$ cat src/rtl/tmr_pkg.sv
package tmr_pkg;

  typedef enum logic [1:0] {
    ST_INIT = 2'd0,
    ST_DEC  = 2'd1,
    ST_EXP  = 2'd2
  } tmr_state_e;

  typedef enum logic [1:0] {
    OP_HOLD = 2'd0,
    OP_LOAD = 2'd1,
    OP_DEC  = 2'd2
  } cnt_op_e;

endpackage

$ cat src/rtl/tmr_count.sv
module tmr_count #(
  parameter int CNT_W = 32
) (
  input  logic                 clk,
  input  logic                 rst,
  input  tmr_pkg::cnt_op_e     op,
  input  logic [CNT_W-1:0]     start_val,
  output logic [CNT_W-1:0]     cnt_q,
  output logic                 is_zero,
  output logic                 is_one,
  output logic                 start_zero
);
  import tmr_pkg::*;

  localparam logic [CNT_W-1:0] ONE = CNT_W'(1);

  function automatic logic [CNT_W-1:0] step_down(input logic [CNT_W-1:0] v);
    return v - ONE;
  endfunction

  logic [CNT_W-1:0] cnt_d;

  always_comb begin
    unique case (op)
      OP_LOAD: cnt_d = start_val;
      OP_DEC:  cnt_d = step_down(cnt_q);
      default: cnt_d = cnt_q;
    endcase
  end

  always_ff @(posedge clk) begin
    if (rst) cnt_q <= '0;
    else     cnt_q <= cnt_d;
  end

  assign is_zero    = (cnt_q == '0);
  assign is_one     = (cnt_q == ONE);
  assign start_zero = (start_val == '0);

endmodule

$ cat src/rtl/tmr_ctrl.sv
module tmr_ctrl (
  input  logic                 clk,
  input  logic                 rst,
  input  logic                 load,
  input  logic                 is_zero,
  input  logic                 is_one,
  output tmr_pkg::tmr_state_e  st_q,
  output logic                 armed_q,
  output logic                 exp_q,
  output tmr_pkg::cnt_op_e     op
);
  import tmr_pkg::*;

  tmr_state_e st_d;
  logic       armed_d;
  logic       exp_d;

  always_comb begin
    st_d    = st_q;
    armed_d = armed_q;
    exp_d   = exp_q;
    op      = OP_HOLD;
    if (load) begin
      op      = OP_LOAD;
      st_d    = ST_INIT;
      armed_d = 1'b1;
      exp_d   = 1'b0;
    end else begin
      unique case (st_q)
        ST_INIT: begin
          if (armed_q) begin
            if (is_zero) begin
              st_d  = ST_EXP;
              exp_d = 1'b1;
            end else begin
              st_d = ST_DEC;
            end
          end
        end
        ST_DEC: begin
          op = OP_DEC;
          if (is_one) begin
            st_d  = ST_EXP;
            exp_d = 1'b1;
          end
        end
        ST_EXP: begin
          exp_d = 1'b1;
        end
        default: begin
          st_d  = ST_INIT;
          exp_d = 1'b0;
        end
      endcase
    end
  end

  always_ff @(posedge clk) begin
    if (rst) begin
      st_q    <= ST_INIT;
      armed_q <= 1'b0;
      exp_q   <= 1'b0;
    end else begin
      st_q    <= st_d;
      armed_q <= armed_d;
      exp_q   <= exp_d;
    end
  end

endmodule

$ cat src/rtl/exp_timer.sv
module exp_timer #(
  parameter int CNT_W = 32
) (
  input  logic             clk,
  input  logic             rst,
  input  logic             load,
  input  logic [CNT_W-1:0] start_val,
  output logic             expired,
  output logic [CNT_W-1:0] count
);
  import tmr_pkg::*;

  cnt_op_e          op;
  tmr_state_e       st_q;
  logic             armed_q;
  logic             exp_q;
  logic [CNT_W-1:0] cnt_q;
  logic             is_zero;
  logic             is_one;
  logic             start_zero;

  // named events for the checker
  logic ld_evt;
  logic dec_evt;
  logic hit_zero;

  tmr_count #(.CNT_W(CNT_W)) u_count (
    .clk       (clk),
    .rst       (rst),
    .op        (op),
    .start_val (start_val),
    .cnt_q     (cnt_q),
    .is_zero   (is_zero),
    .is_one    (is_one),
    .start_zero(start_zero)
  );

  tmr_ctrl u_ctrl (
    .clk     (clk),
    .rst     (rst),
    .load    (load),
    .is_zero (is_zero),
    .is_one  (is_one),
    .st_q    (st_q),
    .armed_q (armed_q),
    .exp_q   (exp_q),
    .op      (op)
  );

  assign ld_evt   = (op == OP_LOAD);
  assign dec_evt  = (op == OP_DEC);
  assign hit_zero = is_zero;

  assign expired = exp_q;
  assign count   = cnt_q;

endmodule

$ cat config.mk
export PLATFORM = sky130hd
export DESIGN_NAME = exp_timer
export DESIGN_NICKNAME = d
export VERILOG_FILES = /design/src/rtl/tmr_pkg.sv /design/src/rtl/tmr_count.sv /design/src/rtl/tmr_ctrl.sv /design/src/rtl/exp_timer.sv
export SDC_FILE = /design/constraint.sdc
export NUM_CORES = 1
export LEC_CHECK = 0
export BUFFER_PORTS_ARGS = -buffer_cell sky130_fd_sc_hd__buf_2
export CAP_MARGIN = 20
export CORE_UTILIZATION = 50
export DETAILED_ROUTE_END_ITERATION = 16
export GPL_ROUTABILITY_DRIVEN = 0
export PLACE_DENSITY = 0.78
export SYNTH_ARGS = -nofsm -noshare
export SYNTH_HDL_FRONTEND = slang
export SYNTH_HIERARCHICAL = 1
export SYNTH_SLANG_ARGS = --single-unit
$ cat constraint.sdc
create_clock -name clk -period 2.8 [get_ports clk]
set_input_delay 0.14 -clock clk [delete_from_list [all_inputs] [get_ports clk]]
set_output_delay 0.14 -clock clk [all_outputs]
set_load 0.03 [all_outputs]
==> impl_metrics.env <==
export IMPL_avgSynthCellArea_um2=7.750
export IMPL_route_layer_met1_wl_mm=2.837
export IMPL_drcViolationCount=0
export IMPL_finalSetupViolations=0
export IMPL_finalSetupTns_ns=0
export IMPL_track_usage_pct=29.14
export IMPL_cts_buffers=5
export IMPL_postCtsHoldBufs=0
export IMPL_final_cells=398
export IMPL_synth_nets=321
export IMPL_relSlewSlack_pct=55.37
export IMPL_grt_pass1_vias=2226
export IMPL_cp_end_kind="flip-flop"
export IMPL_max_cap_violations=0
export IMPL_start_util_pct=53.30
export IMPL_wl_met3_um=520
export IMPL_syn_cell_area_um2=2193
export IMPL_root_buffer="clkbuf_8"
export IMPL_antennaDiodeCount=0
export IMPL_dieArea_um2=4655
export IMPL_clkLatencyLatePin_ns=0.30
export IMPL_rsz0062_at_grt="no"
export IMPL_cts_htree_levels=2
export IMPL_syn2layout_area_growth_pct=21.85
export IMPL_tightest_slew_ns=0.6694
export IMPL_period_needed_ns=2.586
export IMPL_io_pins=68
export IMPL_grt_pass1_wl_mm=10.18
export IMPL_final_setup_skew_ns=0.004633
export IMPL_cts_reportedPaths_clkPinSlew_ns=0.07
export IMPL_layout_drive_gt1_share_pct=25.57
export IMPL_dr_max_layer_used="met4"
export IMPL_wl_met2_mm=3.133
export IMPL_start_kind="flip-flop"
export IMPL_worstHoldStart="start_val[25]"
export IMPL_hold_viol_final=0
export IMPL_grt_overflow_total=0
export IMPL_ff2ff_path_depth=7
export IMPL_worstSetupPathType="reg2reg"
export IMPL_hold_class="in2reg"
export IMPL_ant_nets=0
export IMPL_drv_slew=0
export IMPL_cts_tree="built"
export IMPL_max_freq_mhz=386.7
export IMPL_fin_nets=385
export IMPL_cts_resized_gates=0
export IMPL_total_leakage_power_nw=1.102
export IMPL_reg2reg_slack_ns=0.21
export IMPL_ys_warn_count=6
export IMPL_dr_pass1_iters=5
export IMPL_powerDensity_nw_per_um2=514.7
export IMPL_antenna_found_initial=0
export IMPL_core_area_um2=4115
export IMPL_dp_hpwl_mm=4.562
export IMPL_dieHeight_um=68.23
export IMPL_vdd_ir_drop_max_uv=287.7
export IMPL_rows=23
export IMPL_postSynthCellCount=283
export IMPL_status="finished, final reports clean"
export IMPL_dpl_cell_count=390
export IMPL_critPathMaxFanout=5
export IMPL_dr_total_vias=2592
export IMPL_whs_path_depth=3
export IMPL_clockBufferDepth=2
export IMPL_regToRegEndpoint="u_ctrl/st_q[0]"
export IMPL_port_buffers=67
export IMPL_die_x_um=68.23
export IMPL_wl_per_cell_um=16.63
export IMPL_min_to="u_count/cnt_q[25]"
export IMPL_r2r_start="u_count/cnt_q[22]"
export IMPL_grt_max_degree=36
export IMPL_post_route_period_util_pct=92.35
export IMPL_routed_wl_mm=6.617
export IMPL_post_cts_setup_buffer_count=0
export IMPL_routed_via_density=6.513
export IMPL_arrival_ns=2.74
export IMPL_cp_required_ns=2.95
export IMPL_clock_sinks=36
export IMPL_drt_iter0_drc=309
==> layout make-up <==
| type | instances | area [µm²] |
|---|---|---|
| Tap cell | 50 | 62.56 |
| Fill cell | 393 | 1443 |
| Clock buffer | 8 | 90.09 |
| Sequential cell | 36 | 720.7 |
| Multi-Input combinational cell | 216 | 1351 |
| Inverter | 12 | 45.04 |
| Timing Repair Buffer | 76 | 402.9 |
==> metrics by stage <==
step	hold slack, ns	setup WS [ns]	utilization [%]	area (µm²)	power [W]
6_report	0.1019	0.2143	64.94	2673	0.001376
5_1_grt	0.1007	0.1129	64.94	2673	0.001443
4_1_cts	0.09973	0.2538	64.94	2673	0.001373
3_5_place_dp	0.4125	0.2674	62.75	2582	0.0009831
3_3_place_gp	0.3983	0.3297	62.75	2582	0.0009779
2_1_floorplan	0.2089	0.4259	-	2193	0.0008562
==> state kept, by name (all words and copies together) (netlist names) <==
signal	count
u_ctrl/st_q	2
u_count/cnt_q	32
u_ctrl/exp_q	1
u_ctrl/armed_q	1
==> layout by cell type, fill, tap and decap left out, drive strengths merged, types with 3 or more instances in the layout <==
cell type  count
buf           76
dfxtp         36
a21oi         28
nor2          27
nand2         22
o21ai         13
inv           12
nand3         11
nor3           9
or4            9
a22oi          8
a211oi         8
a31oi          8
clkbuf         8
o32ai          7
or3            6
nand4          6
o311ai         6
nor4           6
and4           3
nor2b          3
o22ai          3
ha             3
==> power by group <==
part | total [W] | internal, W | switching, W
clock | 0.000397 | 0.000201 | 0.000196
combinational | 0.000382 | 0.000131 | 0.000250
sequential | 0.000597 | 0.000549 | 0.0000488
total | 0.00138 | 0.000881 | 0.000495
==> per-layer routing <==
metal	GRT usage (%)	up-vias
met2	46.94	140
met4	12.50	0
met5	0	-
met3	6.667	15
met1	36.85	1210
li1	-	1227
==> worst max-delay path: stages (launching register included) <==
cell and delay [ns]:
dfxtp_1 0.36, nor4_1 0.49, nand3_1 0.25, or3_1 0.41, or4_1 0.44, nor3_1 0.25
or2b_1 0.17, a2111oi_2 0.07
==> how the worst max path moves through the flow <==
| stage | start | end | slack [ns] | cells past startpoint |
|---|---|---|---|---|
| floorplan | u_count/cnt_q[0] | u_ctrl/st_q[0] | 0.43 | 9 |
| global placement | u_count/cnt_q[18] | u_ctrl/st_q[0] | 0.33 | 7 |
| detailed placement | u_count/cnt_q[18] | u_ctrl/st_q[0] | 0.27 | 7 |
| CTS | u_count/cnt_q[19] | u_ctrl/st_q[0] | 0.25 | 7 |
| global route | u_count/cnt_q[19] | u_ctrl/st_q[0] | 0.11 | 7 |
| finish | u_count/cnt_q[22] | u_ctrl/st_q[0] | 0.21 | 7 |
No activity file was read; power rests on OpenSTA's default activity.
